## src/rtl/sched_pkg.sv

```systemverilog
package sched_pkg;

    // Predecode code of a thread's next instruction.
    typedef enum logic [1:0] {
        K_SIMPLE = 2'b00,
        K_LOAD   = 2'b01,
        K_LONG   = 2'b10,
        K_DIV    = 2'b11
    } kind_e;

    // Scheduling state of one thread.
    typedef enum logic [2:0] {
        TS_AVAIL  = 3'd0,
        TS_LDWAIT = 3'd1,
        TS_SPEC   = 3'd2,
        TS_LONG   = 3'd3,
        TS_MISS   = 3'd4,
        TS_TRAP   = 3'd5
    } tstate_e;

    // Events that move one thread's state.
    typedef struct packed {
        logic trap;
        logic trap_done;
        logic long_done;
        logic ld_ret;
        logic res_hit;
        logic res_miss;
    } tevt_t;

    function automatic logic parks_thread(kind_e k);
        return (k == K_LONG) || (k == K_DIV);
    endfunction

endpackage

```

## src/rtl/thread_ctx.sv

```systemverilog
module thread_ctx
    import sched_pkg::*;
#(
    parameter int WAIT = 2,
    localparam int CW = $clog2(WAIT + 1)
) (
    input  logic    clk,
    input  logic    rst,
    input  kind_e   kind_i,
    input  tevt_t   evt_i,
    input  logic    issue_i,
    output tstate_e st_o
);

    tstate_e        st_q, st_d;
    logic [CW-1:0]  cnt_q, cnt_d;

    always_comb begin
        st_d  = st_q;
        cnt_d = cnt_q;
        if (evt_i.trap) begin
            st_d = TS_TRAP;
        end else begin
            case (st_q)
                TS_AVAIL: begin
                    if (issue_i) begin
                        if (kind_i == K_LOAD) begin
                            st_d  = TS_LDWAIT;
                            cnt_d = CW'(WAIT);
                        end else if (parks_thread(kind_i)) begin
                            st_d = TS_LONG;
                        end
                    end
                end
                TS_LDWAIT: begin
                    if (cnt_q <= CW'(1)) st_d = TS_SPEC;
                    else                 cnt_d = cnt_q - CW'(1);
                end
                TS_SPEC: begin
                    if (evt_i.res_miss)     st_d = TS_MISS;
                    else if (evt_i.res_hit) st_d = TS_AVAIL;
                end
                TS_LONG:  if (evt_i.long_done) st_d = TS_AVAIL;
                TS_MISS:  if (evt_i.ld_ret)    st_d = TS_AVAIL;
                TS_TRAP:  if (evt_i.trap_done) st_d = TS_AVAIL;
                default:  st_d = TS_AVAIL;
            endcase
        end
    end

    always_ff @(posedge clk) begin
        if (rst) begin
            st_q  <= TS_AVAIL;
            cnt_q <= '0;
        end else begin
            st_q  <= st_d;
            cnt_q <= cnt_d;
        end
    end

    assign st_o = st_q;

    // A trap always parks the thread at the next edge.
    assert_trap_park_R7: assert property (@(posedge clk) disable iff (rst)
        evt_i.trap |=> (st_q == TS_TRAP));

    // A normal load issue starts the wait window.
    assert_load_wait_R4: assert property (@(posedge clk) disable iff (rst)
        (st_q == TS_AVAIL && issue_i && kind_i == K_LOAD && !evt_i.trap)
            |=> (st_q == TS_LDWAIT));

    // Speculative state is only entered from the wait window.
    assert_spec_entry_R4: assert property (@(posedge clk) disable iff (rst)
        (st_q == TS_SPEC && $past(st_q) != TS_SPEC) |-> ($past(st_q) == TS_LDWAIT));

endmodule

```

## src/rtl/lru_order.sv

```systemverilog
module lru_order #(
    parameter int N = 4,
    localparam int IW = (N > 1) ? $clog2(N) : 1
) (
    input  logic          clk,
    input  logic          rst,
    input  logic [N-1:0]  req_i,
    input  logic          upd_i,
    input  logic [IW-1:0] upd_id_i,
    output logic [N-1:0]  gnt_o,
    output logic [IW-1:0] gnt_id_o,
    output logic          any_o
);

    // slot_q[0] is the oldest entry, slot_q[N-1] the most recent.
    logic [IW-1:0] slot_q [N];
    logic [IW-1:0] slot_d [N];
    logic [IW-1:0] pos;
    logic [N-1:0]  present;

    always_comb begin
        any_o    = 1'b0;
        gnt_id_o = '0;
        for (int i = N - 1; i >= 0; i--) begin
            if (req_i[slot_q[i]]) begin
                any_o    = 1'b1;
                gnt_id_o = slot_q[i];
            end
        end
        gnt_o = any_o ? (N'(1) << gnt_id_o) : '0;
    end

    always_comb begin
        pos = '0;
        for (int i = 0; i < N; i++) begin
            if (slot_q[i] == upd_id_i) pos = IW'(i);
        end
        for (int i = 0; i < N - 1; i++) begin
            slot_d[i] = (i < int'(pos)) ? slot_q[i] : slot_q[i+1];
        end
        slot_d[N-1] = upd_id_i;
    end

    always_ff @(posedge clk) begin
        if (rst) begin
            for (int i = 0; i < N; i++) slot_q[i] <= IW'(i);
        end else if (upd_i) begin
            for (int i = 0; i < N; i++) slot_q[i] <= slot_d[i];
        end
    end

    always_comb begin
        present = '0;
        for (int i = 0; i < N; i++) present[slot_q[i]] = 1'b1;
    end

    // The order list always holds every id exactly once.
    assert_order_perm_R2: assert property (@(posedge clk) disable iff (rst)
        $countones(present) == N);

    // The touched id becomes the most recent entry.
    assert_order_touch_R2: assert property (@(posedge clk) disable iff (rst)
        upd_i |=> (slot_q[N-1] == $past(upd_id_i)));

endmodule

```

## src/rtl/issue_sched.sv

```systemverilog
module issue_sched
    import sched_pkg::*;
#(
    parameter int NT      = 4,
    parameter int LD_WAIT = 2,
    localparam int TW = (NT > 1) ? $clog2(NT) : 1
) (
    input  logic            clk,
    input  logic            rst,
    input  logic [NT-1:0]   thr_ready_i,
    input  logic [NT-1:0]   thr_stall_i,
    input  logic [2*NT-1:0] thr_kind_i,
    input  logic            res_vld_i,
    input  logic [TW-1:0]   res_tid_i,
    input  logic            res_hit_i,
    input  logic [NT-1:0]   ld_ret_i,
    input  logic [NT-1:0]   long_done_i,
    input  logic [NT-1:0]   trap_i,
    input  logic [NT-1:0]   trap_done_i,
    input  logic            div_busy_i,
    output logic [NT-1:0]   sel_o,
    output logic            idle_o,
    output logic            spec_o,
    output logic [NT-1:0]   flush_o,
    output logic [NT-1:0]   replay_o
);

    tstate_e        st [NT];
    kind_e          kd [NT];
    logic [NT-1:0]  base_ok, miss_now, div_req, ns_ok, sp_ok, is_div;
    logic [NT-1:0]  issue_req, div_gnt;
    logic [TW-1:0]  issue_id, div_gnt_id;
    logic           any_issue, div_any, div_free, div_fire, div_fire_q;

    for (genvar t = 0; t < NT; t++) begin : g_thr
        tevt_t ev;
        logic  res_here;

        assign kd[t]    = kind_e'(thr_kind_i[2*t +: 2]);
        assign res_here = res_vld_i && (res_tid_i == TW'(t));

        always_comb begin
            ev.trap      = trap_i[t];
            ev.trap_done = trap_done_i[t];
            ev.long_done = long_done_i[t];
            ev.ld_ret    = ld_ret_i[t];
            ev.res_hit   = res_here & res_hit_i;
            ev.res_miss  = res_here & ~res_hit_i;
        end

        thread_ctx #(.WAIT(LD_WAIT)) u_ctx (
            .clk     (clk),
            .rst     (rst),
            .kind_i  (kd[t]),
            .evt_i   (ev),
            .issue_i (sel_o[t]),
            .st_o    (st[t])
        );

        assign base_ok[t]  = thr_ready_i[t] & ~thr_stall_i[t] & ~trap_i[t];
        assign miss_now[t] = ev.res_miss & (st[t] == TS_SPEC);
        assign is_div[t]   = (kd[t] == K_DIV);
        assign div_req[t]  = base_ok[t] & (st[t] == TS_AVAIL) & is_div[t];
        assign ns_ok[t]    = base_ok[t] & (st[t] == TS_AVAIL)
                           & (~is_div[t] | (div_free & div_gnt[t]));
        assign sp_ok[t]    = base_ok[t] & (st[t] == TS_SPEC)
                           & (kd[t] == K_SIMPLE) & ~miss_now[t];
    end

    // Speculative candidates only compete when no normal candidate exists.
    assign issue_req = (|ns_ok) ? ns_ok : sp_ok;
    assign spec_o    = ~(|ns_ok) & (|sp_ok);
    assign idle_o    = ~any_issue;
    assign flush_o   = trap_i | miss_now;
    assign replay_o  = miss_now;

    assign div_free  = ~div_busy_i & ~div_fire_q;
    assign div_fire  = any_issue & (|(sel_o & is_div));

    lru_order #(.N(NT)) u_issue_lru (
        .clk      (clk),
        .rst      (rst),
        .req_i    (issue_req),
        .upd_i    (any_issue),
        .upd_id_i (issue_id),
        .gnt_o    (sel_o),
        .gnt_id_o (issue_id),
        .any_o    (any_issue)
    );

    lru_order #(.N(NT)) u_div_lru (
        .clk      (clk),
        .rst      (rst),
        .req_i    (div_req),
        .upd_i    (div_fire),
        .upd_id_i (issue_id),
        .gnt_o    (div_gnt),
        .gnt_id_o (div_gnt_id),
        .any_o    (div_any)
    );

    always_ff @(posedge clk) begin
        if (rst) div_fire_q <= 1'b0;
        else     div_fire_q <= div_fire;
    end

    assert_sel_onehot_R1: assert property (@(posedge clk) disable iff (rst)
        $onehot0(sel_o) && (idle_o == (sel_o == '0)));

    assert_trap_masked_R7: assert property (@(posedge clk) disable iff (rst)
        (sel_o & trap_i) == '0);

    assert_miss_masked_R6: assert property (@(posedge clk) disable iff (rst)
        (sel_o & replay_o) == '0);

    assert_div_spacing_R9: assert property (@(posedge clk) disable iff (rst)
        div_fire |=> !div_fire);

    assert_div_winner_R9: assert property (@(posedge clk) disable iff (rst)
        div_fire |-> (div_any && div_gnt_id == issue_id));

    assert_spec_issues_R5: assert property (@(posedge clk) disable iff (rst)
        spec_o |-> !idle_o);

endmodule

```

## config.mk

```make
export PLATFORM = sky130hd
export DESIGN_NAME = issue_sched
export DESIGN_NICKNAME = d
export VERILOG_FILES = /design/src/rtl/sched_pkg.sv /design/src/rtl/thread_ctx.sv /design/src/rtl/lru_order.sv /design/src/rtl/issue_sched.sv
export SDC_FILE = /design/constraint.sdc
export NUM_CORES = 1
export LEC_CHECK = 0
export BUFFER_PORTS_ARGS = -buffer_cell sky130_fd_sc_hd__buf_2
export CAP_MARGIN = 10
export CORE_MARGIN = 8
export CORE_UTILIZATION = 50
export DETAILED_ROUTE_END_ITERATION = 7
export PLACE_DENSITY = 0.83
export SYNTH_ARGS = -nofsm -noshare
export SYNTH_HDL_FRONTEND = slang
export SYNTH_SLANG_ARGS = --single-unit
```

## constraint.sdc

```tcl
create_clock -name clk -period 5.3 [get_ports clk]
set_input_delay 0.265 -clock clk [delete_from_list [all_inputs] [get_ports clk]]
set_output_delay 0.265 -clock clk [all_outputs]
set_load 0.1 [all_outputs]
```

==> results of run 1 <==
[metrics by stage]
stage / hold slack [ns] / area [um^2] / power, mW / std cells
6_report: 0.218 / 3940 / 1.55 / 573
5_1_grt: 0.218 / 3940 / 1.63 / 573
4_1_cts: 0.215 / 3930 / 1.54 / 573
3_5_place_dp: 0.490 / 3810 / 1.27 / 565
3_3_place_gp: 0.479 / 3810 / 1.26 / 565
2_1_floorplan: 0.341 / 3530 / 1.11 / 439
[cell usage after synthesis (all sizes together) (3+ instances only)]
| cell | count |
|---|---|
| a211oi | 6 |
| and2 | 7 |
| edfxtp | 16 |
| nor2 | 45 |
| nand3 | 10 |
| mux2i | 12 |
| and3 | 10 |
| o311ai | 4 |
| a22o | 4 |
| o22ai | 3 |
| inv | 16 |
| a21oi | 27 |
| a22oi | 4 |
| nor4b | 4 |
| nor3b | 13 |
| a2111oi | 3 |
| ha | 4 |
| o2111ai | 3 |
| nand4 | 5 |
| nor2b | 12 |
| clkbuf | 14 |
| and4 | 5 |
| nand3b | 12 |
| o21ai | 8 |
| nor4 | 6 |
| nand2b | 8 |
| or3 | 10 |
| or2 | 3 |
| a21boi | 3 |
| xnor2 | 12 |
| dfxtp | 21 |
| or4 | 5 |
| a31oi | 3 |
| o211ai | 5 |
| nor3 | 21 |
| buf | 15 |
| a31o | 4 |
| nand2 | 33 |
| a21o | 8 |
[how the worst max path moves through the flow]
| stage | startpoint | end | slack, ns |
|---|---|---|---|
| 6_report | g_thr[3].u_ctx.st_o[0] | sel_o[0] | 0.23 |
| 5_1_grt | g_thr[3].u_ctx.st_o[0] | sel_o[0] | 0.009 |
| 4_1_cts | g_thr[3].u_ctx.st_o[0] | sel_o[0] | 0.24 |
| 3_5_place_dp | g_thr[2].u_ctx.st_o[0] | u_div_lru.slot_q[0][7] | 0.51 |
| 3_3_place_gp | g_thr[2].u_ctx.st_o[0] | u_div_lru.slot_q[0][6] | 0.49 |
| 2_1_floorplan | g_thr[3].u_ctx.st_o[2] | u_div_lru.slot_q[0][2] | 0.23 |
[registers in the layout, summed over array words and instances (netlist names)]
name and cells:
g_thr.u_ctx.st_o 12, g_thr.u_ctx.cnt_q 8, u_div_lru.slot_q 8, u_issue_lru.slot_q 8, div_fire_q 1
[area by class of cell]
type	count	area, um^2	share of cell area
Clock buffer	6	82.6	0.0210
Clock inverter	2	37.5	0.00953
Inverter	17	63.8	0.0162
Multi-Input combinational cell	356	2420	0.614
Sequential cell	37	901	0.229
Tap cell	96	120	0.0305
Timing Repair Buffer	59	315	0.0801
[layout by cell type, fill, tap and decap left out, drive strengths merged, types with 6 or more instances in the layout]
cell type and count:
a211oi 6, a21o 8, a21oi 27, and2 7, and3 10, buf 58
clkbuf 7, dfxtp 21, edfxtp 16, inv 16, mux2i 12, nand2 33
nand2b 8, nand3 10, nand3b 12, nor2 45, nor2b 12, nor3 21
nor3b 13, nor4 6, o21ai 8, or3 10, xnor2 12
[logic make-up after synthesis]
kind of cell	share of synthesized area
mux	0.0406
flops	0.257
simple gates	0.362
fa+ha+maj	0.0143
xor+xnor	0.0299
buf+inv	0.0620
compound gates	0.235
[report_power, final]
part	internal (mW)	switching [mW]
logic	0.286	0.553
clock network	0.153	0.111
registers	0.360	0.0865
total	0.799	0.751
[per-layer routing]
metal  track usage  part of all wire
met5             0                 0
met1         0.255              0.45
met2         0.330              0.46
met4        0.0640             0.023
met3        0.0318             0.061
[timing repair]
item	in CTS	in global routing
resized for setup	0	2
hold endpoints to repair	0	0
endpoints found under the setup margin	0	3
==> results.sh, run 1 <==
export IMPL_leakagePower_nw=1.54
export IMPL_reg2regPathDepth=15
export IMPL_min_delay_start="trap_i[2]"
export IMPL_ys_seq_area_frac=0.257
export IMPL_root_buffer="clkbuf_8"
export IMPL_crit_top_cell="or4_4"
export IMPL_path_class="reg2out"
export IMPL_portBuffers=52
export IMPL_grt_max_degree=34
export IMPL_max_cap_violations=0
export IMPL_outcome="complete, no violations"
export IMPL_hp_class="in2reg"
export IMPL_tightest_slew_ns=0.855
export IMPL_crit_path_cell_trace="or4_4 > or3_1 > a221o_1 > a21o_1 > and3_4 > a21o_4 > o41ai_4 > a22o_1 > nand4bb_1 > or4_4 > clkinv_1 > nor3_1 > clkbuf_4"
export IMPL_synth_edf_count=16
export IMPL_crit_path_start_kind="flop"
export IMPL_yosysWarnings=0
export IMPL_hpwl_um=7680
export IMPL_r2r_setup_slack_ns=0.44
export IMPL_worst_path_buf_inv=2
export IMPL_die_w_um=99.8
export IMPL_antenna_found_initial=0
export IMPL_fin_skew_ns=0.00454
export IMPL_cp_data_required_time_ns=5.04
export IMPL_die_area_um2=9960
export IMPL_fin_setup_tns_ns=0
export IMPL_clock_latency_ns=0.29
export IMPL_regToRegEndpoint="u_div_lru.slot_q[0][6]"
export IMPL_synth_area_leaders="edfxtp_1 (14%), dfxtp_1 (12%), nor2_1 (4.8%), a21oi_1 (3.7%), nand2_1 (3.5%)"
export IMPL_cts_buffer_depth=2
export IMPL_min_period_over_period=0.956
export IMPL_post_cts_buffers=0
export IMPL_arrival_ns=4.80
export IMPL_viasPerCell=6.28
export IMPL_drc=0
export IMPL_slew_limit_headroom=0.423
export IMPL_dr_total_vias=3600
export IMPL_fin_ws_ns=0.231
export IMPL_synth_area_per_cell_um2=8.00
export IMPL_grt_pass1_wl_um=16600
export IMPL_clkTransAtPathRegs_ns=0.08
export IMPL_drt_iter0_markers=266
export IMPL_core_area_um2=6790
export IMPL_pwr_density_cell_nw_per_um2=394
export IMPL_wire_per_inst_um=17.4
export IMPL_synth_seq_cells=37
export IMPL_drt_pass1_iter_count=5
export IMPL_finish_utilization=0.580
export IMPL_drive_gt1_frac=0.199
export IMPL_synth_area_leader_cell="edfxtp_1"
export IMPL_cts_buffers=5
export IMPL_synth_cell_types=83
export IMPL_crit_slowest_cell="or4_4"
export IMPL_cts_num_sinks=37
export IMPL_die_h_um=99.8
export IMPL_hold_buffers=0
export IMPL_r2r_start="g_thr[3].u_ctx.st_o[0]"
export IMPL_postRouteAntennaNets=0
export IMPL_peakVddDrop_v=0.000281
export IMPL_synth_top_area_share=0.137
export IMPL_netlist_instances=439
export IMPL_drv_slew=0
export IMPL_final_nets=519
export IMPL_grt_remaining_overflow=0
export IMPL_pre_cts_ws_ns=0.506
export IMPL_slowest_delay_ns=0.60
export IMPL_rsz0062_at_grt="no"
export IMPL_cts_max_level=2
export IMPL_num_antenna_cells=0
export IMPL_yosys_most_used_dff="dfxtp_1"
export IMPL_syn_cell_area_um2=3510
export IMPL_grt_pass1_vias=3521
export IMPL_syn_nets=482
export IMPL_initial_core_util=0.517
export IMPL_setup_viol=0
export IMPL_cts_tree="yes"
export IMPL_ios=53
export IMPL_hold_depth=2
export IMPL_track_usage=0.199
export IMPL_synthToLayoutAreaGrowth_pct=12.2
export IMPL_async_flop_share=0
export IMPL_min_to="g_thr[2].u_ctx.st_o[1]"
export IMPL_layout_min_cycle_time_ns=5.07
export IMPL_crit_cells=13
export IMPL_crit_family="simple AND/OR/NAND/NOR gates"
export IMPL_fmax_mhz=197
export IMPL_endpoint_kind="output pin"
export IMPL_hold_violations=0
export IMPL_routed_wl_um=9960
export IMPL_gp_congestion=1.00
export IMPL_fillers=625
export IMPL_rows=30
export IMPL_crit_fanout=13
Power figures use the tool's default switching activity.
==> run 2, diff against run 1 <==
- ABC_AREA: default -> 1
- PLACE_DENSITY: 0.83 -> 0.87
- clock period: 5.3 -> 4.15 ns (I/O delays scaled with it)
==> results.sh, run 2 <==
export IMPL_ys_seq_area_frac=0.272
export IMPL_core_area_um2=6390
export IMPL_async_flop_share=0
export IMPL_drv_slew=0
export IMPL_hpwl_um=7390
export IMPL_setup_viol=0
export IMPL_max_cap_violations=0
export IMPL_synth_cell_types=40
export IMPL_wire_per_inst_um=14.3
export IMPL_ios=53
export IMPL_crit_slowest_cell="dfxtp_1"
export IMPL_synth_edf_count=16
export IMPL_die_area_um2=9500
export IMPL_syn_nets=577
export IMPL_arrival_ns=3.71
export IMPL_num_antenna_cells=0
export IMPL_final_nets=636
export IMPL_grt_max_degree=20
export IMPL_fin_ws_ns=0.232
export IMPL_rows=29
export IMPL_fin_skew_ns=0.00930
export IMPL_r2r_start="g_thr[0].u_ctx.st_o[0]"
export IMPL_gp_congestion=1.10
export IMPL_layout_common_cells="nand2_1 (126), inv_1 (74), nand3_1 (74)"
export IMPL_synth_area_leaders="nand2_1 (15%), edfxtp_1 (14%), dfxtp_1 (13%), nand3_1 (12%), inv_1 (8.5%)"
export IMPL_grt_pass1_wl_um=15700
export IMPL_initial_core_util=0.519
export IMPL_final_common_cell="nand2_1"
export IMPL_fmax_mhz=255
export IMPL_postRouteAntennaNets=0
export IMPL_synth_area_leader_cell="nand2_1"
export IMPL_endpoint="sel_o[3]"
export IMPL_synthTopCellsByCount="nand2_1 (130), nand3_1 (77), inv_1 (75), nor2_1 (62), a21oi_1 (25)"
export IMPL_netlist_instances=534
export IMPL_crit_fanout=13
export IMPL_synthToLayoutAreaGrowth_pct=17.6
export IMPL_routed_wl_um=9580
export IMPL_synth_seq_cells=37
export IMPL_endpoint_kind="output pin"
export IMPL_cts_num_sinks=37
export IMPL_drt_iter0_markers=412
export IMPL_reg2regPathDepth=26
export IMPL_cts_buffer_depth=2
export IMPL_syn_cell_area_um2=3320
export IMPL_yosysWarnings=0
export IMPL_slowest_delay_ns=0.35
export IMPL_finish_utilization=0.611
export IMPL_tightest_slew_ns=0.813
export IMPL_hold_violations=0
export IMPL_synth_area_per_cell_um2=6.21
export IMPL_antenna_found_initial=0
export IMPL_viasPerCell=5.55
export IMPL_outcome="complete, no violations"
export IMPL_drc=0
export IMPL_grt_remaining_overflow=0
export IMPL_track_usage=0.193
export IMPL_dr_total_vias=3722
export IMPL_crit_path_start_kind="flop"
export IMPL_drive_gt1_frac=0.241
export IMPL_yosys_most_used_dff="dfxtp_1"
export IMPL_root_buffer="clkbuf_8"
export IMPL_leakagePower_nw=1.98
export IMPL_cts_max_level=2
export IMPL_die_h_um=97.5
export IMPL_synth_top_area_share=0.147
export IMPL_crit_top_cell="nand2_2"
export IMPL_hp_class="in2reg"
export IMPL_die_w_um=97.5
export IMPL_slew_limit_headroom=0.453
export IMPL_synth_most_common_cell="nand2_1"
export IMPL_portBuffers=52
export IMPL_r2r_setup_slack_ns=0.24
export IMPL_clkTransAtPathRegs_ns=0.08
export IMPL_crit_path_start="g_thr[1].u_ctx.st_o[2]"
export IMPL_regToRegEndpoint="u_div_lru.slot_q[0][7]"
export IMPL_pre_cts_ws_ns=0.234
export IMPL_layout_min_cycle_time_ns=3.92
export IMPL_finalPower_mw=3.45
export IMPL_cts_buffers=5
export IMPL_clock_latency_ns=0.30
export IMPL_cts_tree="yes"
export IMPL_peakVddDrop_v=0.000896
export IMPL_pwr_density_cell_nw_per_um2=884
export IMPL_cp_data_required_time_ns=3.94
export IMPL_largest_reg_flops=12
export IMPL_min_period_over_period=0.944
export IMPL_grt_pass1_vias=3437
export IMPL_path_class="reg2out"
export IMPL_drt_pass1_iter_count=6
==> run 2: worst min-delay path by stage <==
stage,startpoint,end,slack (ns),cells after the start
5_1_grt,trap_i[0],g_thr[0].u_ctx.st_o[1],0.24,4
6_report,trap_i[3],g_thr[3].u_ctx.st_o[1],0.21,4
3_3_place_gp,g_thr[2].u_ctx.cnt_q[1],g_thr[2].u_ctx.cnt_q[1],0.45,2
3_5_place_dp,g_thr[2].u_ctx.cnt_q[1],g_thr[2].u_ctx.cnt_q[1],0.46,2
4_1_cts,trap_i[3],g_thr[3].u_ctx.st_o[1],0.21,4
2_1_floorplan,trap_i[3],g_thr[3].u_ctx.st_o[1],0.36,3
==> run 2: report_power, final <==
part	switching, mW	internal, mW
Clock	0.142	0.117
Combinational	1.76	0.770
Sequential	0.118	0.541
==> run 2: logic make-up after synthesis <==
group           share of synthesized area
buf+inv                             0.119
xor+xnor                          0.00264
fa+ha+maj                          0.0151
flops                               0.272
simple gates                        0.487
compound gates                      0.105
==> run 2: worst max-delay path, delay by kind of cell, from the launching register on <==
kind	cells	cell delay [ns]
simple gates	27	2.70
flops	1	0.35
buf+inv	3	0.32
==> run 2: metal layers <==
layer,GRT usage,part of all wire,up-vias
met3,0.0441,0.091,25
met2,0.316,0.47,204
met1,0.241,0.42,1649
li1,-,-,1844
met4,0.0641,0.021,0
met5,0,0,-
==> run 2: final cells by class <==
class	count	area, um^2
clock buffer	6	72.6
tap	77	96.3
multi-input combinational	402	2130
inverter	85	319
clock inverter	2	10.0
sequential	37	901
fill	600	2490
timing repair buffer	62	375
==> run 2: per-stage QoR <==
stage	setup TNS [ns]	instance area, um^2	std cells	hold WS (ns)
finish	0	3900	671	0.206
global route	-0.0655	3900	671	0.237
CTS	0	3720	663	0.207
detailed placement	0	3630	655	0.461
global placement	0	3630	655	0.454
floorplan	0	3340	534	0.360
==> run 2: what timing repair did <==
| item | in CTS | in global routing |
|---|---|---|
| pin swaps | 0 | 14 |
| hold buffers | 0 | 0 |
| setup buffers | 0 | 8 |
| resized for setup | 1 | 33 |
| endpoints found under the setup margin | 1 | 25 |
==> run 3, diff against run 2 <==
- RECOVER_POWER: default -> 100
==> results.sh, run 3 (synthesis results as in run 2) <==
export IMPL_initial_core_util=0.519
export IMPL_arrival_ns=3.71
export IMPL_grt_pass1_vias=3437
export IMPL_crit_path_start_kind="flop"
export IMPL_seq_area_um2=901
export IMPL_tightest_slew_ns=1.17
export IMPL_portBuffers=52
export IMPL_slowest_delay_ns=0.35
export IMPL_num_antenna_cells=0
export IMPL_drt_pass1_iter_count=6
export IMPL_crit_slowest_cell="dfxtp_1"
export IMPL_slew_limit_headroom=0.223
export IMPL_outcome="complete, no violations"
export IMPL_cts_buffer_depth=2
export IMPL_wire_per_inst_um=14.3
export IMPL_min_period_over_period=0.944
export IMPL_max_cap_violations=0
export IMPL_grt_pass1_wl_um=15700
export IMPL_hold_depth=4
export IMPL_root_buffer="clkbuf_8"
export IMPL_layout_common_cells="nand2_1 (126), inv_1 (74), nand3_1 (74)"
export IMPL_leakagePower_nw=1.95
export IMPL_die_area_um2=9500
export IMPL_fmax_mhz=255
export IMPL_pwr_density_cell_nw_per_um2=887
export IMPL_track_usage=0.193
export IMPL_largest_reg_flops=12
export IMPL_fin_skew_ns=0.00870
export IMPL_rows=29
export IMPL_routed_wl_um=9590
export IMPL_synthToLayoutAreaGrowth_pct=17.2
export IMPL_drc=0
export IMPL_postRouteAntennaNets=0
export IMPL_endpoint_kind="output pin"
export IMPL_drive_gt1_frac=0.226
export IMPL_layout_min_cycle_time_ns=3.92
export IMPL_path_class="reg2out"
export IMPL_finalPower_mw=3.45
export IMPL_drt_iter0_markers=428
export IMPL_die_h_um=97.5
export IMPL_drv_slew=0
export IMPL_antenna_found_initial=0
export IMPL_grt_remaining_overflow=0
export IMPL_crit_top_cell="nand2_2"
export IMPL_viasPerCell=5.57
export IMPL_cts_tree="yes"
export IMPL_clock_latency_ns=0.31
export IMPL_hold_violations=0
export IMPL_cts_num_sinks=37
export IMPL_core_area_um2=6390
export IMPL_gp_congestion=1.10
export IMPL_ios=53
export IMPL_setup_viol=0
export IMPL_fillers=605
export IMPL_hp_class="in2reg"
export IMPL_reg2regPathDepth=27
export IMPL_crit_fanout=13
export IMPL_multi_input_area_um2=2130
export IMPL_cts_max_level=2
export IMPL_design_area_um2=3890
export IMPL_grt_max_degree=20
export IMPL_holdWs_ns=0.203
export IMPL_peakVddDrop_v=0.000897
export IMPL_placed_cell_area_um2=3630
export IMPL_hold_buffers=0
export IMPL_cts_buffers=5
export IMPL_final_common_cell="nand2_1"
export IMPL_final_nets=636
export IMPL_hpwl_um=7390
export IMPL_clkTransAtPathRegs_ns=0.08
export IMPL_dr_total_vias=3737
export IMPL_cp_data_required_time_ns=3.94
export IMPL_die_w_um=97.5
export IMPL_finish_utilization=0.609
-- run 3: changes by cell type in the layout (fill, tap and decap cells not counted), sizes merged --
cell / before / now
buf: 61 / 52
clkbuf: 7 / 16
-- run 3: critical path: cells and delay by family, from the launching register on --
family                 cells  cell delay, ns
and+or+nand+nor           27            2.70
DFF                        1            0.35
buffers and inverters      3            0.32
-- run 3: path summary, 6_finish.rpt --
check / from / to / slack (ns)
min: trap_i[3] / g_thr[3].u_ctx.st_o[1] / 0.20
max: g_thr[1].u_ctx.st_o[2] / sel_o[3] / 0.23
max reg2reg: g_thr[1].u_ctx.st_o[2] / u_div_lru.slot_q[0][7] / 0.24
min reg2reg: g_thr[2].u_ctx.cnt_q[1] / g_thr[2].u_ctx.cnt_q[1] / 0.48
-- run 3: layout make-up --
type,count,share of cell area
clock inverters,2,0.00257
inverters,85,0.0820
repair buffers,62,0.0936
flip-flops and latches,37,0.232
multi-input cells,402,0.547
clock buffers,6,0.0187
well taps,77,0.0248
-- run 3: timing repair --
item / in CTS / in global routing
buffers inserted: 0 / 8
pin swaps: 0 / 14
endpoints found under the setup margin: 1 / 25
gates resized for setup: 1 / 33
-- run 3: report_power, final --
part	internal (mW)	switching, mW
registers	0.541	0.119
clock network	0.117	0.144
logic	0.769	1.76
-- run 3: through the flow --
step	setup slack (ns)	TNS (ns)	instances
floorplan	0.129	0	534
global placement	0.253	0	655
detailed placement	0.234	0	655
CTS	0.0309	0	663
global route	-0.0198	-0.0655	671
finish	0.234	0	671
-- run 3: routing by layer --
metal  up-vias  global-route usage  routed length, um
li1       1841                   -                  -
met5         -                   0                  0
met4         0              0.0641                221
met1      1664               0.241               4060
met2       202               0.316               4500
met3        30              0.0441                812
